### src/rtl/wordalu_pkg.sv
`timescale 1ns/1ps
package wordalu_pkg;

    typedef enum logic [3:0] {
        OP_PASS = 4'd0,
        OP_ANDN = 4'd1,
        OP_AND  = 4'd2,
        OP_NOR  = 4'd3,
        OP_OR   = 4'd4,
        OP_XOR  = 4'd5,
        OP_ROR  = 4'd6,
        OP_MROR = 4'd7,
        OP_DEC  = 4'd8,
        OP_ADD  = 4'd9,
        OP_ADDC = 4'd10,
        OP_SUB  = 4'd11,
        OP_SUBC = 4'd12,
        OP_INC  = 4'd13,
        OP_ASR  = 4'd14,
        OP_NONE = 4'd15
    } alu_op_e;

    typedef enum logic [1:0] {
        FL_HOLD    = 2'd0,
        FL_CAPTURE = 2'd1,
        FL_LOAD    = 2'd2
    } flag_mode_e;

    function automatic logic is_arith(input alu_op_e op);
        return (op == OP_DEC) || (op == OP_ADD) || (op == OP_ADDC) ||
               (op == OP_SUB) || (op == OP_SUBC) || (op == OP_INC);
    endfunction

endpackage

### src/rtl/wordalu_logic.sv
`timescale 1ns/1ps
module wordalu_logic
    import wordalu_pkg::*;
#(
    parameter int W = 16,
    localparam int SW = $clog2(W)
) (
    input  alu_op_e        op,
    input  logic [W-1:0]   a,
    input  logic [W-1:0]   b,
    input  logic [W-1:0]   m,
    input  logic [SW-1:0]  amt,
    output logic [W-1:0]   y
);

    logic [2*W-1:0] a_dbl;
    logic [2*W-1:0] m_dbl;
    logic [W-1:0]   a_rot;
    logic [W-1:0]   m_rot;
    logic [W-1:0]   a_asr;

    always_comb begin
        a_dbl = {a, a} >> amt;
        m_dbl = {m, m} >> amt;
        a_rot = a_dbl[W-1:0];
        m_rot = m_dbl[W-1:0];
        a_asr = W'($signed(a) >>> amt);
    end

    always_comb begin
        unique case (op)
            OP_PASS: y = a;
            OP_ANDN: y = a & ~b;
            OP_AND:  y = a & b;
            OP_NOR:  y = ~(a | b);
            OP_OR:   y = a | b;
            OP_XOR:  y = a ^ b;
            OP_ROR:  y = a_rot;
            OP_MROR: y = a & m_rot;
            OP_ASR:  y = a_asr;
            default: y = '0;
        endcase
    end

endmodule

### src/rtl/wordalu_arith.sv
`timescale 1ns/1ps
module wordalu_arith
    import wordalu_pkg::*;
#(
    parameter int W = 16
) (
    input  alu_op_e        op,
    input  logic [W-1:0]   a,
    input  logic [W-1:0]   b,
    input  logic           cin,
    output logic [W-1:0]   y,
    output logic           co,
    output logic           vo
);

    localparam logic [W-1:0] ONE      = W'(1);
    localparam logic [W-1:0] MSB_ONLY = ONE << (W-1);
    localparam logic [W-1:0] MSB_CLR  = ~MSB_ONLY;

    logic [W-1:0] b_eff;
    logic [W:0]   raw;
    logic         with_cin;

    always_comb begin
        with_cin = (op == OP_ADDC) || (op == OP_SUBC);
        b_eff    = with_cin ? (b + W'(cin)) : b;
        unique case (op)
            OP_ADD, OP_ADDC: raw = {1'b0, a} + {1'b0, b_eff};
            OP_SUB, OP_SUBC: raw = {1'b0, a} - {1'b0, b_eff};
            OP_INC:          raw = {1'b0, a} + {1'b0, ONE};
            OP_DEC:          raw = {1'b0, a} - {1'b0, ONE};
            default:         raw = '0;
        endcase
        y  = raw[W-1:0];
        co = raw[W];
        unique case (op)
            OP_ADD, OP_ADDC: vo = (~(a ^ b_eff) & (b_eff ^ y)) >> (W-1) != '0;
            OP_SUB, OP_SUBC: vo = ((a ^ b_eff) & (~b_eff ^ y)) >> (W-1) != '0;
            OP_INC:          vo = (y == MSB_ONLY);
            OP_DEC:          vo = (y == MSB_CLR);
            default:         vo = 1'b0;
        endcase
    end

endmodule

### src/rtl/wordalu_flags.sv
`timescale 1ns/1ps
module wordalu_flags
    import wordalu_pkg::*;
#(
    parameter int W = 16
) (
    input  logic          clk,
    input  logic          rst_n,
    input  logic          upd_en,
    input  logic          load_en,
    input  logic [W-1:0]  load_word,
    input  logic [W-1:0]  res_in,
    input  logic          c_in,
    input  logic          v_in,
    output logic          c_q,
    output logic          v_q,
    output logic          n_q,
    output logic          z_q
);

    flag_mode_e mode;
    logic c_d, v_d, n_d, z_d;

    always_comb begin
        if (load_en)     mode = FL_LOAD;
        else if (upd_en) mode = FL_CAPTURE;
        else             mode = FL_HOLD;
    end

    always_comb begin
        unique case (mode)
            FL_LOAD: begin
                c_d = 1'b0;
                v_d = 1'b0;
                n_d = load_word[W-1];
                z_d = (load_word == '0);
            end
            FL_CAPTURE: begin
                c_d = c_in;
                v_d = v_in;
                n_d = res_in[W-1];
                z_d = (res_in == '0);
            end
            default: begin
                c_d = c_q;
                v_d = v_q;
                n_d = n_q;
                z_d = z_q;
            end
        endcase
    end

    always_ff @(posedge clk or negedge rst_n) begin
        if (!rst_n) begin
            c_q <= 1'b0;
            v_q <= 1'b0;
            n_q <= 1'b0;
            z_q <= 1'b0;
        end else begin
            c_q <= c_d;
            v_q <= v_d;
            n_q <= n_d;
            z_q <= z_d;
        end
    end


    load_clears_cv_chk: assert property (@(posedge clk) disable iff (!rst_n)
        load_en |=> (!c_q && !v_q));


    load_nz_chk: assert property (@(posedge clk) disable iff (!rst_n)
        load_en |=> (n_q == $past(load_word[W-1])) && (z_q == ($past(load_word) == '0)));


    hold_flags_chk: assert property (@(posedge clk) disable iff (!rst_n)
        (!load_en && !upd_en) |=> $stable({c_q, v_q, n_q, z_q}));


    capture_zero_chk: assert property (@(posedge clk) disable iff (!rst_n)
        (upd_en && !load_en) |=> (z_q == ($past(res_in) == '0)));

endmodule

### src/rtl/wordalu_core.sv
`timescale 1ns/1ps
module wordalu_core
    import wordalu_pkg::*;
#(
    parameter int W = 16,
    localparam int SW = $clog2(W)
) (
    input  logic          clk,
    input  logic          rst_n,
    input  logic [3:0]    op_code,
    input  logic [SW-1:0] shamt,
    input  logic [W-1:0]  opa,
    input  logic [W-1:0]  opb,
    input  logic [W-1:0]  opm,
    input  logic          cin,
    input  logic          flag_upd,
    input  logic          flag_load,
    input  logic [W-1:0]  load_word,
    output logic [W-1:0]  result,
    output logic          flag_c,
    output logic          flag_v,
    output logic          flag_n,
    output logic          flag_z
);

    alu_op_e      op;
    logic [W-1:0] y_logic;
    logic [W-1:0] y_arith;
    logic         c_arith;
    logic         v_arith;
    logic         c_sel;
    logic         v_sel;

    assign op = alu_op_e'(op_code);

    wordalu_logic #(.W(W)) u_logic (
        .op  (op),
        .a   (opa),
        .b   (opb),
        .m   (opm),
        .amt (shamt),
        .y   (y_logic)
    );

    wordalu_arith #(.W(W)) u_arith (
        .op  (op),
        .a   (opa),
        .b   (opb),
        .cin (cin),
        .y   (y_arith),
        .co  (c_arith),
        .vo  (v_arith)
    );

    always_comb begin
        if (is_arith(op)) begin
            result = y_arith;
            c_sel  = c_arith;
            v_sel  = v_arith;
        end else begin
            result = y_logic;
            c_sel  = 1'b0;
            v_sel  = 1'b0;
        end
    end

    wordalu_flags #(.W(W)) u_flags (
        .clk       (clk),
        .rst_n     (rst_n),
        .upd_en    (flag_upd),
        .load_en   (flag_load),
        .load_word (load_word),
        .res_in    (result),
        .c_in      (c_sel),
        .v_in      (v_sel),
        .c_q       (flag_c),
        .v_q       (flag_v),
        .n_q       (flag_n),
        .z_q       (flag_z)
    );


    none_zero_chk: assert property (@(posedge clk) disable iff (!rst_n)
        (op_code == 4'd15) |-> (result == '0));


    inc_overflow_chk: assert property (@(posedge clk) disable iff (!rst_n)
        (op == OP_INC && v_arith) |-> (opa == ~(W'(1) << (W-1))));


    logic_no_cv_chk: assert property (@(posedge clk) disable iff (!rst_n)
        (flag_upd && !flag_load && !is_arith(op)) |=> (!flag_c && !flag_v));

endmodule

### config.mk
export PLATFORM = sky130hd
export DESIGN_NAME = wordalu_core
export DESIGN_NICKNAME = d
export VERILOG_FILES = /design/src/rtl/wordalu_pkg.sv /design/src/rtl/wordalu_logic.sv /design/src/rtl/wordalu_arith.sv /design/src/rtl/wordalu_flags.sv /design/src/rtl/wordalu_core.sv
export SDC_FILE = /design/constraint.sdc
export NUM_CORES = 1
export LEC_CHECK = 0
export ABC_AREA = 1
export BUFFER_PORTS_ARGS = -buffer_cell sky130_fd_sc_hd__buf_2
export CORE_MARGIN = 5
export CORE_UTILIZATION = 40
export CTS_CLUSTER_DIAMETER = 50
export CTS_CLUSTER_SIZE = 25
export DETAILED_ROUTE_END_ITERATION = 8
export HOLD_SLACK_MARGIN = 0.06
export PLACE_DENSITY = 0.58
export SYNTH_ARGS = -nofsm -noshare
export SYNTH_HDL_FRONTEND = slang
export SYNTH_SLANG_ARGS = --single-unit
### constraint.sdc
create_clock -name clk -period 4 [get_ports clk]
set_clock_uncertainty 0.05 [all_clocks]
set_input_delay 0.4 -clock clk [delete_from_list [all_inputs] [get_ports clk]]
set_output_delay 0.4 -clock clk [all_outputs]
set_load 0.005 [all_outputs]
==> impl_results.md, run 1 <==
- Placed Instances: 1448
- Tot GR Track Use: 0.2754
- Crit Path Category: input pin to primary output
- Largest family of logic cells by synthesized area: simple AND/OR/NAND/NOR gates
- PD cells: 186.4 mW/mm^2
- DP HPWL: 19.93 mm
- Die area: 0.01680 sq mm
- Worst Slack Setup Final: 62.59 ps
- Worst-path clk slew: 30 ps
- Slowest cell on the critical path: ha_4
- CP required: 3550 ps
- Layout Nets: 1406
- CTS Root Cell: clkbuf_16
- IO buf count: 96
- Layout cells sized above 1: 0.2479
- Clock Latency Late Sink: 220 ps
- Clk sinks: 4
- Post-Synth Simple-Gate Area: 0.6329
- Sequential share of power: 0.032
- Main synth FF type: dfrtp_1
- Via count: 8112
- Final hold violations: 0
- Max incr delay on CP: 320 ps
- Overall power: 0.001403 W
- Final GP Congestion: 1.007
- Synth Area in Compound Gates: 0.1167
- Most common cell in the synthesized netlist: nand2_1
- Synth-to-Final Area Change: 31.48%
- Fin. max-slew vios: 0
- Min Tclk post-route: 3937 ps
- Post-Syn Instances: 1138
- Critical Path Fanout Max: 6
- Crit share post-route: 0.9844
- Synth cell types: 52
- Peak Freq: 254.0 MHz
- Leakage power: 4.007 nW
- Cell area after synthesis: 0.005723 sq mm
- Final setup vio count: 0
- I/O pins: 97
- Post-Synth XOR/XNOR Area: 0.04569
- Non-filler cells, final: 1471
- Filler Cells Inserted: 1522
- Post-DRT Antenna Nets: 0
- Post-placement worst setup slack: -110.7 ps
- Synthesized net count: 1251
- RSZ-0062 raised after global routing: yes
- Pin count of the biggest net entering global routing: 41
- CTS H-tree depth: 1
- DRT Wirelength: 24.95 mm
- Ant diodes: 0
- Core Area: 0.01393 sq mm
- Sw Ratio: 0.5363
- DR vias/cell: 5.515
- Avg Inst Size Synth: 5.029 sq um
- Outcome: complete, no violations
- Comb pwr share: 0.858
- Post-Synth Adder-Cell Area: 0.08002
- Row count: 43
- Internal power: 0.0006504 W
- Clk network pwr share: 0.110
- Register area share after synthesis: 0.01749
- Yosys top cell area share: 0.2610
- Buffer depth of the longest clock path: 2
- Yosys Warn Count: 0
- Vias in the first global route: 7087
- Overflow after GRT: 0
- Final core occ: 0.5400
- Synth top area cells: nand2_1, nand3_1, ha_1
- Drt drc: 0
- Post-synth ARST share: 1.000
- Antenna violations before repair: 0
- Largest area contributor in the netlist: nand2_1
- Max cap viols: 0
- Crit path top cell by count: nand2_4
- HP Class: input pin to flip-flop
- Setup TNS: 0 ps
- Synth cell count leaders: nand2_1, nand3_1, inv_1
- Max IR drop VDD: 0.1083 mV
- Crit path DAT: 3490 ps
- Total CTS buffers: 3
- DRT iter0 DRCs: 1067
- First-pass GRT wire length: 36.81 mm
- Worst Max-Slew Pin Slew: 850.9 ps
- Starting Density: 0.4107
- Nature of the critical path endpoint: primary output
- Register bit total from synthesis: 4
- Sw Pwr: 0.0007523 W
- Horizontal die dimension: 129.6 um
- CTS tree: done
- Mux cell area share after synthesis: 0
- Worst relative slew slack: 0.4306
- Critical Path Source Type: input pin
- EDFF count, synth: 0
- Pre-antenna DRT Iters: 6
- Die Span Y: 129.6 um
- Drt wl/cell: 16.96 um
-- power by group through the flow --
stage / sequential, W / clock (W) / combinational, W
2_1_floorplan: 0.0000455 / 0 / 0.000631
3_3_place_gp: 0.0000451 / 0 / 0.00101
3_5_place_dp: 0.0000452 / 0 / 0.00102
4_1_cts: 0.0000448 / 0.000157 / 0.00103
5_1_grt: 0.0000451 / 0.000159 / 0.00132
6_report: 0.0000448 / 0.000154 / 0.00120
-- worst max-delay path, delay by kind of cell --
| kind | cells | cell delay, ps |
|---|---|---|
| adder cells (fa/ha/maj) | 1 | 320 |
| buffers and inverters | 4 | 600 |
| AND/OR/NAND/NOR | 16 | 1520 |
| XOR/XNOR | 2 | 380 |
| AO/OA/AOI/OAI | 2 | 250 |
-- cells in the final DEF (no fill, tap or decap), types with 15 or more instances in the layout --
master   instances
a21oi_1         23
buf_4           93
nor2_1          83
ha_1            22
nand2_2         21
buf_2           91
xor2_1          16
nand3_1        228
inv_1           93
nand4_1         15
o21ai_0         53
nand2_1        376
-- cell families after synthesis --
logic type                 count (synthesis)
AOI/OAI and AO/OA                        121
xor gates and xnor gates                  26
buffers and inverters                    148
adders and majority gates                 36
and+or+nand+nor                          803
DFF                                        4
-- flip-flops by register name (all words and copies together), names as in the netlist --
name	count
u_flags.c_q	1
u_flags.n_q	1
u_flags.v_q	1
u_flags.z_q	1
-- worst paths after layout --
path                                     from           to  slack, ps  cells past startpoint
min in group asynchronous               rst_n  u_flags.n_q        460                      2
worst max register to register    u_flags.z_q  u_flags.z_q       3310                      2
worst min-delay path            load_word[15]  u_flags.n_q        390                      3
worst max-delay path               op_code[0]   result[13]         60                     25
max in group asynchronous               rst_n  u_flags.v_q       3320                      2
worst min register to register    u_flags.c_q  u_flags.c_q        420                      2
-- stage by stage --
step,hold slack (ps),cell area [sq um]
floorplan,54.41,5723
detailed placement,163.0,6789
finish,388.1,7525
global route,415.4,7525
CTS,389.4,6902
global placement,159.0,6789
-- routing by layer --
layer	part of all wire	track usage	vias up
met5	0	0	-
met4	0.037	0.09658	0
met3	0.082	0.02020	52
met2	0.45	0.4513	356
met1	0.43	0.3806	3636
li1	-	-	4068
-- timing repair --
| item | in CTS | in global routing |
|---|---|---|
| hold buffers | 1 | 0 |
| pin swaps | 2 | 49 |
| gates resized for setup | 5 | 114 |
| buffers inserted | 1 | 18 |
| gates cloned | 0 | 0 |
| endpoints found under the hold margin | 4 | 0 |
| endpoints found under the setup margin | 2 | 14 |
-- layout make-up --
| class | count | area (sq um) | area share |
|---|---|---|---|
| multi-input combinational | 986 | 5470 | 0.7270 |
| sequential | 4 | 100.1 | 0.01330 |
| tap | 180 | 225.2 | 0.02993 |
| inverter | 105 | 400.4 | 0.05321 |
| clock buffer | 3 | 75.07 | 0.009977 |
| timing repair buffer | 193 | 1254 | 0.1666 |
Note: power is estimated with default switching activity, not from simulation.
==> inputs of run 2 (changes only) <==
--- a/config.mk
+++ b/config.mk
@@ -5,7 +5,6 @@
 export SDC_FILE = /design/constraint.sdc
 export NUM_CORES = 1
 export LEC_CHECK = 0
-export ABC_AREA = 1
 export BUFFER_PORTS_ARGS = -buffer_cell sky130_fd_sc_hd__buf_2
 export CORE_MARGIN = 5
 export CORE_UTILIZATION = 40
==> run 2 against run 1 <==
The flow now finishes with violations (setup timing). Die area shrank 4.8%. Cell count shrank 21%. Global-route usage grew 5.1 points. Worst setup slack lost 830 ps. Total power grew 9.1%. Register-to-register slack lost 220 ps. Utilization grew 5.9 points. Clock power grew 3%. First-iteration DRC count shrank 41%. Combinational power grew 11%. Highest routed layer unchanged.
==> impl_results.md, run 2 <==
- I/O pins: 97 (unchanged)
- Synth cell types: 82 (+58%)
- Max cap viols: 0 (unchanged)
- DR vias/cell: 6.342 (+15%)
- Most common cell in the synthesized netlist: nand2_1
- First-pass GRT wire length: 41.41 mm (+13%)
- Post-Syn Instances: 761 (-33%)
- CTS H-tree depth: 1 (unchanged)
- Leakage power: 3.600 nW (-10%)
- Row count: 42 (-2.3%)
- Sw Pwr: 0.0007328 W (-2.6%)
- RSZ-0062 raised after global routing: yes
- CTS Root Cell: clkbuf_16
- Clk sinks: 4 (unchanged)
- Min Tclk post-route: 4766 ps (+828.5 ps)
- Critical Path Fanout Max: 4 (-2)
- Layout Nets: 1102 (-22%)
- Largest area contributor in the netlist: mux4_2
- Crit Path Category: input pin to primary output
- Commonest non-fill, non-tap cell in the layout: buf_4
- Tot GR Track Use: 0.3259 (+0.05052)
- Vias in the first global route: 7264 (+2.5%)
- Clock Latency Late Sink: 230 ps (about the same)
- Ant diodes: 0 (unchanged)
- Setup TNS: -6514 ps (-6514 ps)
- Crit share post-route: 1.191 (+0.2071)
- DP HPWL: 21.64 mm (+8.6%)
- Final GP Congestion: 0.9933 (-1.3%)
- Worst Slack Setup Final: -765.9 ps (-828.5 ps)
- Nature of the critical path endpoint: primary output
- DRT iter0 DRCs: 626 (-41%)
- Drt drc: 0 (unchanged)
- Post-placement worst setup slack: -837.9 ps (-727.2 ps)
- Synth-to-Final Area Change: 46.82%
- Cell area after synthesis: 0.005428 sq mm (-5.2%)
- Worst-path clk slew: 30 ps (about the same)
- Post-synth ARST share: 1.000 (unchanged)
- Buffer depth of the longest clock path: 2 (unchanged)
- Comb pwr share: 0.868 (+0.010)
- Antenna violations before repair: 0 (unchanged)
- Die area: 0.01600 sq mm (-4.8%)
- Yosys Warn Count: 0 (unchanged)
- Crit path DAT: 4320 ps (+830 ps)
- Main synth FF type: dfrtp_1
- Internal power: 0.0007977 W (+23%)
- Synth cell count leaders: nand2_1, nor2_1, a21oi_1
- Layout cells sized above 1: 0.4124 (+0.1645)
- IO buf count: 96 (unchanged)
- Overflow after GRT: 0 (unchanged)
- Pin count of the biggest net entering global routing: 36 (-12%)
- Worst Max-Slew Pin Slew: 867.3 ps (+16.36 ps)
- Final setup vio count: 15 (+15)
- Horizontal die dimension: 126.5 um (-2.4%)
- Worst relative slew slack: 0.4206 (-0.01000)
- Yosys top cell area share: 0.1328 (-0.1283)
- CTS tree: done
- Register bit total from synthesis: 4 (unchanged)
- Avg Inst Size Synth: 7.132 sq um (+42%)
- Overall power: 0.001531 W (+9.1%)
- Register area share after synthesis: 0.01844 (+0.0009515)
- Critical Path Source Type: input pin
- Most frequent cells in the layout: buf_4, nand2_1, buf_2, nor2_1, inv_1
- Filler Cells Inserted: 1200 (-21%)
- HP Class: input pin to flip-flop
- Core Area: 0.01330 sq mm (-4.6%)
- CP required: 3550 ps (about the same)
- Drt wl/cell: 23.64 um (+39%)
- Final hold violations: 0 (unchanged)
- Sw Ratio: 0.4788 (-0.05749)
- Synth top area cells: mux4_2, ha_1, nand2_1
- Sequential share of power: 0.029 (-0.003)
- Via count: 7376 (-9.1%)
- Outcome: complete, but fails checks
- Synthesized net count: 874 (-30%)
- Total CTS buffers: 3 (unchanged)
- Clk network pwr share: 0.103 (-0.007)
- Starting Density: 0.4082 (-0.002459)
- Post-DRT Antenna Nets: 0 (unchanged)
- PD cells: 192.1 mW/mm^2 (+3.0%)
- Fin. max-slew vios: 0 (unchanged)
- Pre-antenna DRT Iters: 6 (unchanged)
- Failing checks: setup timing
- Peak Freq: 209.8 MHz (-17%)
- Die Span Y: 126.5 um (-2.4%)
- EDFF count, synth: 0 (unchanged)
- Max IR drop VDD: 0.1523 mV (+41%)
- DRT Wirelength: 27.49 mm (+10%)
[run 2: cell count changes in the layout (fill, tap and decap cells not counted), moves of 29 or more]
cell	delta
o21ai_0	-29
nand2_1	-280
inv_1	-54
buf_4	+72
mux2i_1	+35
nand3_1	-207
mux4_2	+32
nor2_1	-29
[run 2: metrics by stage]
| stage | instance area [sq um] | std cells | hold WS [ps] | utilization |
|---|---|---|---|---|
| 5_1_grt | 7969 | 1163 | 389.2 | 0.5994 |
| 4_1_cts | 7566 | 1150 | 350.9 | 0.5691 |
| 2_1_floorplan | 5520 | 761 | 54.41 | - |
| 3_5_place_dp | 7077 | 1130 | 166.0 | 0.5323 |
| 3_3_place_gp | 7077 | 1130 | 164.9 | 0.5323 |
| 6_report | 7969 | 1163 | 350.7 | 0.5994 |
[run 2: logic make-up after synthesis]
family / after synthesis / share of synthesized area
XOR/XNOR: 37 / 0.06109
AO/OA/AOI/OAI: 215 / 0.2755
flip-flops: 4 / 0.01844
adder cells (fa/ha/maj): 36 / 0.08437
AND/OR/NAND/NOR: 298 / 0.2736
buffers and inverters: 98 / 0.07653
multiplexers: 73 / 0.2105
[run 2: worst paths after layout]
path / depth (start not counted) / startpoint / slack, ps / endpoint
min in group asynchronous: 2 / rst_n / 490 / u_flags.z_q
worst min register to register: 2 / u_flags.c_q / 440 / u_flags.c_q
worst min-delay path: 3 / load_word[15] / 350 / u_flags.n_q
worst max register to register: 2 / u_flags.z_q / 3090 / u_flags.z_q
max in group asynchronous: 2 / rst_n / 3280 / u_flags.c_q
worst max-delay path: 19 / cin / -770 / result[14]
[run 2: power by group through the flow]
stage	combinational [W]	clock, W	sequential, W
finish	0.00133	0.000158	0.0000440
CTS	0.00118	0.000159	0.0000442
global placement	0.00106	0	0.0000445
floorplan	0.000597	0	0.0000444
global route	0.00141	0.000162	0.0000443
detailed placement	0.00108	0	0.0000445
[run 2: area by class of cell]
class / count / area (sq um) / area share
Clock buffer: 3 / 75.07 / 0.009421
Inverter: 43 / 162.7 / 0.02041
Multi-Input combinational cell: 659 / 5441 / 0.6828
Sequential cell: 4 / 100.1 / 0.01256
Tap cell: 176 / 220.2 / 0.02763
Timing Repair Buffer: 278 / 1969 / 0.2471
[run 2: timing repair]
item,4_1_cts,5_1_grt
pin swaps,40,48
setup buffers,17,21
gates resized for setup,58,68
hold buffers,1,0
cloned,0,0
endpoints found under the hold margin,4,0
endpoints found under the setup margin,18,18
[run 2: metal layers]
| layer | track usage | wire length (um) |
|---|---|---|
| met5 | 0 | 0 |
| met4 | 0.1350 | 1491 |
| met2 | 0.5573 | 12860 |
| met3 | 0.02942 | 2200 |
| met1 | 0.4214 | 10940 |
[run 2: worst max-delay path, cell delays in order]
cell and delay [ps]:
buf_8 80, ha_4 130, nand4b_1 170, buf_4 200
o21ai_4 130, o2111ai_2 140, nor4b_4 420, o2111ai_2 200
xnor2_1 160, o22ai_1 200, ha_1 300, and3_4 190
a22o_1 210, or3_4 340, o221a_4 280, o22ai_4 170
mux2_4 350, o211ai_2 80, buf_2 170
==> inputs of run 3 (changes only) <==
--- a/config.mk
+++ b/config.mk
@@ -5,6 +5,7 @@
 export SDC_FILE = /design/constraint.sdc
 export NUM_CORES = 1
 export LEC_CHECK = 0
+export ABC_AREA = 1
 export BUFFER_PORTS_ARGS = -buffer_cell sky130_fd_sc_hd__buf_2
 export CORE_MARGIN = 5
 export CORE_UTILIZATION = 40
@@ -12,7 +13,7 @@
 export CTS_CLUSTER_SIZE = 25
 export DETAILED_ROUTE_END_ITERATION = 8
 export HOLD_SLACK_MARGIN = 0.06
-export PLACE_DENSITY = 0.58
+export PLACE_DENSITY = 0.62
 export SYNTH_ARGS = -nofsm -noshare
 export SYNTH_HDL_FRONTEND = slang
 export SYNTH_SLANG_ARGS = --single-unit
==> run 3 against run 2 <==
The run now ends clean. Routed wire length is 10% lower. Die area is 5.0% higher. Sequential power is 2% higher. Utilization is 6.4 points lower. Clock-buffer cell count stayed put. Sequential share of layout area is 0.086 points higher.
==> impl_results.md, run 3 (synthesized netlist as in run 1, its figures left out) <==
- Outcome: complete, no violations
- Crit Path Category: input pin to primary output
- Peak Freq: 253.5 MHz (+21%)
- R2r endpoint: u_flags.z_q
- Synth-to-Final Area Change: 30.30%
- DR vias/cell: 5.643 (-11%)
- Max IR drop VDD: 0.1118 mV (-27%)
- Highest routed metal layer: met4
- Final setup vio count: 0 (-15)
- Drt wl/cell: 16.92 um (-28%)
- CTS H-tree depth: 1 (unchanged)
- Worst relative slew slack: 0.4288 (+0.008180)
- Overflow after GRT: 0 (unchanged)
- Crit path DAT: 3500 ps (-820 ps)
- First-pass GRT wire length: 36.81 mm (-11%)
- Met3 wire length: 2.574 mm (+17%)
- CTS Root Cell: clkbuf_16
- Critical Path Fanout Max: 7 (+3)
- Tot GR Track Use: 0.2746 (-0.05129)
- CTS tree: done
- DRT Wirelength: 24.62 mm (-10%)
- Nature of the critical path endpoint: primary output
- Clk sinks: 4 (unchanged)
- CP required: 3550 ps (about the same)
- Horizontal die dimension: 129.6 um (+2.5%)
- Starting Density: 0.4107 (+0.002459)
- Fin. max-slew vios: 0 (unchanged)
- Clock Latency Late Sink: 220 ps (about the same)
- Vias in the first global route: 7160 (-1.4%)
- Max cap viols: 0 (unchanged)
- Hold Startpoint: load_word[15]
- PD cells: 185.0 mW/mm^2 (-3.7%)
- Via count: 8210 (+11%)
- Worst-path clk slew: 30 ps (about the same)
- Post-placement worst setup slack: -105.0 ps (+732.9 ps)
- Row count: 43 (+2.4%)
- Layout cells sized above 1: 0.2370 (-0.1753)
- Worst Max-Slew Pin Slew: 855.9 ps (-11.43 ps)
- Min Tclk post-route: 3945 ps (-820.8 ps)
- Total CTS buffers: 3 (unchanged)
- Hold depth: 3 (unchanged)
- Worst Slack Setup Final: 54.92 ps (+820.8 ps)
- Buffer depth of the longest clock path: 2 (unchanged)
- Die area: 0.01680 sq mm (+5.0%)
- Pin count of the biggest net entering global routing: 41 (+14%)
- Post-DRT Antenna Nets: 0 (unchanged)
- Hold Slack: 387.2 ps (+36.40 ps)
- Layout Nets: 1389 (+26%)
- IO buf count: 96 (unchanged)
- Critical Path Source Type: input pin
- Flop-to-flop setup slack: 3310 ps (+220 ps)
- Final hold violations: 0 (unchanged)
- Worst Hold End: u_flags.n_q
- Antenna violations before repair: 0 (unchanged)
- DP HPWL: 19.65 mm (-9.2%)
- DRT iter0 DRCs: 1200 (+92%)
- Final GP Congestion: 1.017 (+2.3%)
- Filler Cells Inserted: 1494 (+25%)
- HP Class: input pin to flip-flop
- Drt drc: 0 (unchanged)
- Cells on worst reg2reg path: 2 (unchanged)
- Core Area: 0.01393 sq mm (+4.8%)
- Met2 wire len: 10.86 mm (-16%)
- Most frequent cells in the layout: nand2_1, nand3_1, inv_1, buf_2, nor2_1
- Met1 wire length: 10.19 mm (-6.9%)
- I/O pins: 97 (unchanged)
- Reg2reg start: u_flags.z_q
- Leakage power: 3.955 nW (+9.9%)
- RSZ-0062 raised after global routing: yes
- Crit share post-route: 0.9863 (-0.2052)
- Pre-antenna DRT Iters: 6 (unchanged)
- Die Span Y: 129.6 um (+2.5%)
- Commonest non-fill, non-tap cell in the layout: nand2_1
[run 3: cell types whose count changed in the layout (fill, tap and decap cells not counted), sizes merged, moves of 32 or more]
cell | before | now
nand3 | 26 | 241
inv | 41 | 104
mux4 | 32 | 0
buf | 277 | 174
mux2i | 35 | 0
nor2 | 59 | 106
nand2 | 99 | 408
[run 3: metal layers]
metal,vias to the layer above,GRT usage
li1,4046,-
met4,0,0.1082
met1,3643,0.3830
met5,-,0
met2,456,0.4280
met3,65,0.03627
[run 3: power breakdown]
| group | internal (W) | leakage [nW] | switching (W) | total (W) |
|---|---|---|---|---|
| clock network | 0.000128 | 0.0370 | 0.0000266 | 0.000154 |
| registers | 0.0000435 | 0.0530 | 0.00000129 | 0.0000448 |
| logic | 0.000458 | 3.87 | 0.000723 | 0.00118 |
| total | 0.000629 | 3.96 | 0.000750 | 0.00138 |
[run 3: final cells by class]
type	count	area, sq um	area share
repair buffers	176	1146	0.1537
diodes	1	2.502	0.0003356
inverters	105	397.9	0.05336
well taps	180	225.2	0.03020
multi-input cells	986	5510	0.7389
clock buffers	3	75.07	0.01007
flip-flops and latches	4	100.1	0.01342
[run 3: worst max-delay path by stage]
stage / from / endpoint / slack (ps) / depth (start not counted)
finish: op_code[3] / result[13] / 50 / 25
CTS: op_code[1] / result[14] / -6 / 26
global route: op_code[2] / result[14] / -140 / 25
detailed placement: opb[0] / u_flags.v_q / -110 / 32
global placement: op_code[1] / u_flags.v_q / -4 / 33
floorplan: op_code[1] / u_flags.z_q / 150 / 31
[run 3: timing repair]
action | in CTS | in global routing
gates resized for setup | 3 | 118
setup buffers | 1 | 10
pin swaps | 2 | 48
setup endpoints to repair | 2 | 14
endpoints found under the hold margin | 4 | 0
hold buffers | 1 | 0
[run 3: critical path, cell delays in order]
cell      delay [ps]
buf_8             90
inv_4             30
nor2_4           130
nand2_4           80
nand2_8          110
nand3_4          110
nor2_8           160
nand2_4           80
xor2_4           200
nand2_2           90
nor3_2           200
nand3b_1         120
xor2_1           150
nand2_1           60
nand2_1          110
ha_4             340
nand2_1          150
nor2_4           160
and3_1           170
nand2_1           70
nand2_1           70
nand2_1           60
nand3_2          100
nand3_2          100
buf_2            140
[run 3: stage by stage]
step / total power, W / util / instances / TNS [ps] / cell area (sq um)
3_3_place_gp: 0.001048 / 0.4842 / 1439 / -3.926 / 6746
5_1_grt: 0.001504 / 0.5350 / 1454 / -804.2 / 7455
6_report: 0.001379 / 0.5352 / 1455 / 0 / 7457
4_1_cts: 0.001219 / 0.4920 / 1444 / -5.991 / 6855
2_1_floorplan: 0.0006764 / - / 1138 / 0 / 5723
3_5_place_dp: 0.001053 / 0.4842 / 1439 / -335.6 / 6746
